### config.mk
export PLATFORM = sky130hd
export DESIGN_NAME = bscan_pad_chain
export DESIGN_NICKNAME = d
export VERILOG_FILES = /design/src/rtl/bscan_pkg.sv /design/src/rtl/bscan_pad_cell.sv /design/src/rtl/bscan_tdo_stage.sv /design/src/rtl/bscan_pad_mux.sv /design/src/rtl/bscan_pad_chain.sv
export SDC_FILE = /design/constraint.sdc
export NUM_CORES = 1
export LEC_CHECK = 0
export BUFFER_PORTS_ARGS = -buffer_cell sky130_fd_sc_hd__clkbuf_2
export CAP_MARGIN = 40
export CORE_MARGIN = 1
export CORE_UTILIZATION = 55
export DETAILED_ROUTE_END_ITERATION = 10
export GPL_TIMING_DRIVEN = 0
export MAX_ROUTING_LAYER = met4
export PLACE_DENSITY = 0.87
export SLEW_MARGIN = 20
export SYNTH_ARGS = -nofsm -noshare
export SYNTH_HDL_FRONTEND = slang
export SYNTH_SLANG_ARGS = --single-unit
### constraint.sdc
create_clock -name tck_i -period 2.8 [get_ports tck_i]
set_input_delay 0.84 -clock tck_i [delete_from_list [all_inputs] [get_ports tck_i]]
set_output_delay 0.84 -clock tck_i [all_outputs]
set_load 0.02 [all_outputs]
### src/rtl/bscan_pkg.sv
package bscan_pkg;
  typedef struct packed {
    logic oe;
    logic dat;
  } pad_bits_t;
endpackage

### src/rtl/bscan_pad_cell.sv
module bscan_pad_cell
  import bscan_pkg::*;
(
  input  logic      tck_i,
  input  logic      rst_ni,
  input  logic      capture_i,
  input  logic      shift_i,
  input  logic      update_i,
  input  logic      scan_i,
  input  logic      sense_i,
  input  logic      oe_sense_i,
  output logic      scan_o,
  output pad_bits_t upd_o
);
  logic en_q, dat_q;

  // capture has priority over shift
  always_ff @(posedge tck_i or negedge rst_ni) begin
    if (!rst_ni) begin
      en_q  <= 1'b0;
      dat_q <= 1'b0;
    end else if (capture_i) begin
      en_q  <= oe_sense_i;
      dat_q <= sense_i;
    end else if (shift_i) begin
      en_q  <= scan_i;
      dat_q <= en_q;
    end
  end

  always_ff @(posedge tck_i or negedge rst_ni) begin
    if (!rst_ni) upd_o <= '0;
    else if (update_i) upd_o <= '{oe: en_q, dat: dat_q};
  end

  assign scan_o = dat_q;

  AST_CAPTURE_CELLS: assert property (@(posedge tck_i) disable iff (!rst_ni)
    capture_i |=> (dat_q == $past(sense_i)) && (en_q == $past(oe_sense_i)));
  AST_SHIFT_STEP: assert property (@(posedge tck_i) disable iff (!rst_ni)
    (shift_i && !capture_i) |=> (en_q == $past(scan_i)) && (dat_q == $past(en_q)));
  AST_CHAIN_HOLD: assert property (@(posedge tck_i) disable iff (!rst_ni)
    (!shift_i && !capture_i) |=> $stable({en_q, dat_q}));
  AST_UPDATE_ONLY: assert property (@(posedge tck_i) disable iff (!rst_ni)
    !update_i |=> $stable(upd_o));
endmodule

### src/rtl/bscan_tdo_stage.sv
module bscan_tdo_stage (
  input  logic tck_i,
  input  logic rst_ni,
  input  logic last_i,
  output logic tdo_o
);
  always_ff @(negedge tck_i or negedge rst_ni) begin
    if (!rst_ni) tdo_o <= 1'b0;
    else         tdo_o <= last_i;
  end
endmodule

### src/rtl/bscan_pad_mux.sv
module bscan_pad_mux
  import bscan_pkg::*;
#(
  parameter int N_PADS = 8
) (
  input  logic                  extest_i,
  input  logic [N_PADS-1:0]     core_out_i,
  input  logic [N_PADS-1:0]     core_oe_i,
  input  pad_bits_t             upd_i [N_PADS],
  output logic [N_PADS-1:0]     pad_out_o,
  output logic [N_PADS-1:0]     pad_oe_o
);
  for (genvar i = 0; i < N_PADS; i++) begin : g_pad
    always_comb begin
      if (extest_i) begin
        pad_out_o[i] = upd_i[i].dat;
        pad_oe_o[i]  = upd_i[i].oe;
      end else begin
        pad_out_o[i] = core_out_i[i];
        pad_oe_o[i]  = core_oe_i[i];
      end
    end
  end
endmodule

### src/rtl/bscan_pad_chain.sv
module bscan_pad_chain
  import bscan_pkg::*;
#(
  parameter int N_PADS = 8
) (
  input  logic              tck_i,
  input  logic              rst_ni,
  input  logic              tdi_i,
  input  logic              capture_dr_i,
  input  logic              shift_dr_i,
  input  logic              update_dr_i,
  input  logic              extest_i,
  input  logic [N_PADS-1:0] core_out_i,
  input  logic [N_PADS-1:0] core_oe_i,
  input  logic [N_PADS-1:0] pad_in_i,
  output logic [N_PADS-1:0] pad_out_o,
  output logic [N_PADS-1:0] pad_oe_o,
  output logic              tdo_o
);
  localparam int LAST = N_PADS - 1;

  logic [N_PADS:0] link;
  pad_bits_t       upd [N_PADS];

  assign link[0] = tdi_i;

  for (genvar i = 0; i < N_PADS; i++) begin : g_cell
    bscan_pad_cell u_cell (
      .tck_i      (tck_i),
      .rst_ni     (rst_ni),
      .capture_i  (capture_dr_i),
      .shift_i    (shift_dr_i),
      .update_i   (update_dr_i),
      .scan_i     (link[i]),
      .sense_i    (pad_in_i[i]),
      .oe_sense_i (pad_oe_o[i]),
      .scan_o     (link[i+1]),
      .upd_o      (upd[i])
    );
  end

  bscan_pad_mux #(.N_PADS(N_PADS)) u_mux (
    .extest_i   (extest_i),
    .core_out_i (core_out_i),
    .core_oe_i  (core_oe_i),
    .upd_i      (upd),
    .pad_out_o  (pad_out_o),
    .pad_oe_o   (pad_oe_o)
  );

  bscan_tdo_stage u_tdo (
    .tck_i  (tck_i),
    .rst_ni (rst_ni),
    .last_i (link[N_PADS]),
    .tdo_o  (tdo_o)
  );

  AST_TDO_ALIGN: assert property (@(posedge tck_i) disable iff (!rst_ni)
    tdo_o == link[N_PADS]);
  AST_EXTEST_STABLE: assert property (@(posedge tck_i) disable iff (!rst_ni)
    (extest_i && $past(extest_i) && !$past(update_dr_i))
      |-> $stable(pad_oe_o) && $stable(pad_out_o[LAST]));
endmodule

==> results.md, run 1 <==
* Outcome: finished, violations left
* Failing checks: design-rule violations, negative setup slack
* Post-synth top area share at 0.477
* WL final at around 3.4 mm
* Worst-path cell chain: clkbuf_8
* CTS tree: built
* Routability cong. at 0.772
* IO buf count at 43
* Chip Height at about 57 um
* VDD IR max at roughly 0.36 mV
* H-Tree Level Count at 2
* Pwr/cell area at 611 mW/mm^2
* Detailed placer's ending HPWL at 2.52 mm
* Hold Vio Cnt, Final at 0
* Area grow syn2layout at 19.7%
* Clock Sinks at 33
* Die ar. at approximately 0.0033 sq mm
* CP required at 1.96 ns
* Leakage at 0.997 nW
* Gr ovfl total at 0
* Yosys warning total at 0
* Setup Viol. Count Final at 1
* Pre-CTS setup slack at -0.0199 ns
* Share of cells above drive strength 1 at 0.649
* Hold Crit Class: input pin to asynchronous set/reset pin
* Total track usage at 0.237
* Largest net degree at the start of global routing at 34
* DR iter-0 viols at 23
* Commonest non-fill, non-tap cells in the layout: mux2_2 (42), clkbuf_2 (42), dfrtp_1 (32)
* Actual slew at the worst max-slew pin at between 0.4 and 0.5 ns
* Slowest cell on the critical path: dfrtn_1
* Vias per cell at around 5.7
* Area of the mapped netlist at between 0.0015 and 0.002 sq mm
* RSZ-0062 raised after global routing: yes
* Max-cap violation count at 0
* Core Box Area at 0.00283 sq mm
* Mean Syn Cell Area at 13.8 sq um
* Initial Util at 0.594
* DRC errors left at 4
* Max_slew headroom at 0.725
* Synth top area cells: dfrtp_1 (48%), mux2_2 (28%), mux2_4 (5.4%), mux2i_1 (4.8%), buf_4 (3.6%)
* CTS Buf Count at 5
* # diodes at 0
* Die width at ~57 um
* CTS Hold Buffers Added at 0
* Worst-Skew Late Latency at roughly 0.33 ns
* DR vias at between 1000 and 1500
* Num ports at 48
* CTS root buf: clkbuf_4
* Final nets at 204
* Post-route ant nets at 0
* Final non-filler cell area at about 0.002 sq mm
* Post-synthesis net count at between 150 and 200
* CP top delay family: flip-flops
* Layout Skew at 0.00837 ns
* Crit-path max cell delay at a little over 0.4 ns
* Util after Layout at 0.711
* Sequential area share after synthesis at 0.491
* Critical Path Sink Type: output pin
* Clock Path Buffers at 2
* Clock slew seen by the registers of the worst setup and hold paths at roughly 0.10 ns
* CP Buf/Inv Count at 1
* Setup WS post-layout at -0.315 ns
* 1st-pass router iterations at 9
* Critical Path AT at ~2.3 ns
* Max FO, Critical Path at 1
* Netlist cell types at 13
* Post-CTS Setup Inserts at 0
* First-pass GRT wire length at approximately 5.5 mm
* #FFs+latches synth at 33
* Placement Rows at 19
* Vias in the first global route at about 1200
* Placed Area at 0.00193 sq mm
* Tot Pwr at approximately 1.2 mW
* Fin. max-slew vios at 0
* Worst setup SP type: flop
* Initial antenna violation count at 0
* Cells after synthesis at roughly 120
* Final TNS setup at -0.315 ns
* WL/cell at about 17 um
* Post-synth top area cell: dfrtp_1
* Crit Path Class: flop to output pin
==> synthesized netlist by cell type, drive strengths merged <==
cell type	count
mux2	48
mux2i	8
clkbuf	1
o21ai	8
dfrtn	1
buf	16
nand2	8
dfrtp	32
==> timing repair <==
item | CTS | global route
gates resized for setup | 2 | 0
endpoints found under the setup margin | 1 | 1
pin swaps | 0 | 0
==> per-stage QoR <==
step           std cells  hold slack, ns
5_1_grt              205           0.283
2_1_floorplan        122           0.475
3_3_place_gp         196           0.484
6_report             205           0.296
3_5_place_dp         196           0.495
4_1_cts              204           0.516
==> cell families (layout without fill, tap and decap cells) <==
logic type | after synthesis | count (layout) | synth area share
flip-flops | 33 | 33 | 0.491
AND/OR/NAND/NOR | 8 | 8 | 0.0179
AO/OA/AOI/OAI | 8 | 8 | 0.0238
buffers and inverters | 17 | 69 | 0.0841
multiplexers | 56 | 56 | 0.383
==> flip-flops by register name (all words and copies together) (netlist names) <==
| name | flops |
|---|---|
| u_tdo.tdo_o | 1 |
| g_cell.u_cell.scan_o | 8 |
| g_cell.u_cell.upd_o | 16 |
| g_cell.u_cell.en_q | 8 |
==> layout make-up <==
| cell class | count | area [sq um] |
|---|---|---|
| tap | 31 | 38.8 |
| fill | 203 | 817 |
| multi-input combinational | 72 | 713 |
| timing repair buffer | 44 | 244 |
| sequential | 33 | 826 |
| clock buffer | 8 | 48.8 |
| buffer | 17 | 141 |
==> per-layer routing <==
metal	share of wire	wire length, um	up-vias	global-route usage
li1	-	-	520	-
met2	0.52	1790	56	0.415
met5	0	0	-	-
met1	0.39	1340	576	0.245
met4	0.019	65	0	0.111
met3	0.063	216	11	0.0680
==> power by group <==
group	leakage, nW	internal (mW)	switching, mW	total [mW]
Sequential	0.397	0.564	0.0563	0.620
Clock	0.0265	0.100	0.151	0.251
Combinational	0.573	0.203	0.156	0.359
==> worst paths after layout <==
kind                                                  startpoint                               endpoint  slack, ns  cells past startpoint
setup / recovery                           u_tdo.tdo_o$_DFF_NN0_                                  tdo_o      -0.31                      1
hold / removal                                            rst_ni  g_cell[2].u_cell.upd_o[0]$_DFFE_PN0P_       0.30                      1
setup reg to reg             g_cell[7].u_cell.scan_o$_DFFE_PN0P_                  u_tdo.tdo_o$_DFF_NN0_       0.83                      0
hold reg to reg            g_cell[5].u_cell.upd_o[1]$_DFFE_PN0P_  g_cell[5].u_cell.upd_o[1]$_DFFE_PN0P_       0.51                      1
max in group asynchronous                                 rst_ni                  u_tdo.tdo_o$_DFF_NN0_       0.81                      2
min in group tck_i         g_cell[5].u_cell.upd_o[1]$_DFFE_PN0P_  g_cell[5].u_cell.upd_o[1]$_DFFE_PN0P_       0.51                      1
Note: power is estimated with default switching activity, not from simulation.
==> inputs of run 2 (changes only) <==
Settings changed: CORE_UTILIZATION 55 to 57, CTS_BUF_LIST set to sky130_fd_sc_hd__clkbuf_4 sky130_fd_sc_hd__clkbuf_8, PLACE_DENSITY 0.87 to 0.89.
==> results.md, run 2 (same netlist as run 1, synthesis figures left out) <==
* Outcome: finished, violations left
* Failing checks: negative setup slack
* Die ar. at 0.00317 sq mm (-3.4%)
* Reg-to-reg startpoint: g_cell[7].u_cell.scan_o$_DFFE_PN0P_
* Crit Path Class: flop to output pin
* Placement Rows at 19 (unchanged)
* CTS Hold Buffers Added at 0 (unchanged)
* Setup Viol. Count Final at 1 (unchanged)
* CTS tree: built
* DR iter-0 viols at 25 (+8.7%)
* CP required at 1.96 ns (about the same)
* Post-route ant nets at 0 (unchanged)
* Detailed placer's ending HPWL at 2.46 mm (-2.1%)
* Pwr/cell area at 630 mW/mm^2 (+3.1%)
* Max-cap violation count at 0 (unchanged)
* CP top delay family: flip-flops
* IO buf count at 43 (unchanged)
* Hold Crit Class: input pin to asynchronous set/reset pin
* Met2 Use GR at 0.393 (-0.0223)
* WL final at 3.50 mm (+2.6%)
* Pre-CTS setup slack at -0.00668 ns (+0.0132 ns)
* Total track usage at 0.247 (+0.00952)
* Met1 GRT Util at 0.292 (+0.0472)
* Hold Vio Cnt, Final at 0 (unchanged)
* Slowest cell on the critical path: dfrtn_1
* CTS Buf Count at 5 (unchanged)
* Critical path origin: u_tdo.tdo_o$_DFF_NN0_
* Final non-filler cell area at 0.00203 sq mm (+0.87%)
* Global route hottest layer: met2
* First-pass GRT wire length at 5.62 mm (+2.3%)
* Multi-input logic area at 713 sq um (unchanged)
* Clock Path Buffers at 2 (unchanged)
* Max_slew headroom at 0.700 (-0.0254)
* WL/cell at 17.1 um (+2.6%)
* Actual slew at the worst max-slew pin at 0.451 ns (+0.0381 ns)
* Num ports at 48 (unchanged)
* Util after Layout at 0.730 (+0.0185)
* Share of cells above drive strength 1 at 0.667 (+0.0172)
* Post-CTS Setup Inserts at 0 (unchanged)
* Leakage at 1.01 nW (+1.3%)
* DR vias at 1125 (-3.3%)
* Worst-path cell chain: clkbuf_8
* # diodes at 0 (unchanged)
* RSZ-0062 raised after global routing: yes
* Reg2Reg Depth at 0 (unchanged)
* Clock slew seen by the registers of the worst setup and hold paths at 0.10 ns (about the same)
* Gr ovfl total at 0 (unchanged)
* Commonest non-fill, non-tap cells in the layout: mux2_2 (42), clkbuf_2 (42), dfrtp_1 (32)
* VDD IR max at 0.530 mV (+46%)
* GR Util met3 at 0.0714 (+0.00340)
* Chip Height at 56.3 um (-1.7%)
* Critical Path Sink Type: output pin
* Initial antenna violation count at 0 (unchanged)
* # fillers at 185 (-8.9%)
* Setup WS post-layout at -0.337 ns (-0.0226 ns)
* Sequential cell area at 826 sq um (unchanged)
* CP Buf/Inv Count at 1 (unchanged)
* 1st-pass router iterations at 4 (-5)
* Largest net degree at the start of global routing at 34 (unchanged)
* DRC errors left at 0 (-4)
* Core Box Area at 0.00278 sq mm (-1.7%)
* Vias per cell at 5.49 (-3.3%)
* Flop-to-flop setup slack at 0.83 ns (about the same)
* Vias in the first global route at 1207 (-1.9%)
* Reg2reg end: u_tdo.tdo_o$_DFF_NN0_
* Largest Register: g_cell.u_cell.upd_o
* CTS root buf: clkbuf_4
* Initial Util at 0.604 (+0.0102)
* Placed Area at 0.00193 sq mm (unchanged)
* Routability cong. at 0.770 (-0.35%)
* Area grow syn2layout at 20.8%
* Layout Skew at 0.00906 ns (+0.000692 ns)
* Worst setup SP type: flop
* Clock Sinks at 33 (unchanged)
* Final nets at 204 (unchanged)
* Fin. max-slew vios at 0 (unchanged)
* Critical Path AT at 2.30 ns (+0.03 ns)
* Crit-path max cell delay at 0.42 ns (about the same)
* Worst-Skew Late Latency at 0.33 ns (about the same)
* Die width at 56.3 um (-1.7%)
* H-Tree Level Count at 2 (unchanged)
* Max FO, Critical Path at 1 (unchanged)
* Largest register FFs at 16 (unchanged)
## run 2: worst max-delay path by stage
stage | slack, ns | endpoint | cells past startpoint
after floorplan | 0.09 | tdo_o | 0
after global placement | 0.02 | u_tdo.tdo_o$_DFF_NN0_ | 1
after detailed placement | -0.007 | u_tdo.tdo_o$_DFF_NN0_ | 1
after CTS | -0.31 | tdo_o | 1
after global routing | -0.36 | tdo_o | 1
final | -0.34 | tdo_o | 1
## run 2: timing repair
item	4_1_cts	5_1_grt
gates resized for setup	2	0
cloned	0	0
endpoints found under the setup margin	1	1
## run 2: where the power goes
part | switching, mW | internal, mW | leakage (nW)
logic | 0.155 | 0.202 | 0.573
registers | 0.0586 | 0.564 | 0.397
clock network | 0.156 | 0.143 | 0.0394
## run 2: final cells by class
class / count / share of cell area
multi-input combinational: 72 / 0.351
sequential: 33 / 0.407
buffer: 17 / 0.0697
tap: 31 / 0.0191
timing repair buffer: 44 / 0.120
clock buffer: 8 / 0.0327
## run 2: through the flow
step | TNS [ns] | hold WS (ns) | std cells | total power, mW
3_5_place_dp | -0.00668 | 0.496 | 196 | 0.984
2_1_floorplan | 0 | 0.475 | 122 | 0.871
5_1_grt | -0.359 | 0.307 | 205 | 1.34
3_3_place_gp | 0 | 0.483 | 196 | 0.958
6_report | -0.337 | 0.312 | 205 | 1.28
4_1_cts | -0.311 | 0.516 | 204 | 1.29
## run 2: metal layers
| metal | routed length, um | vias to the layer above |
|---|---|---|
| met5 | 0 | - |
| met4 | 81 | 0 |
| met3 | 197 | 11 |
| met2 | 1790 | 43 |
| met1 | 1420 | 547 |
| li1 | - | 524 |
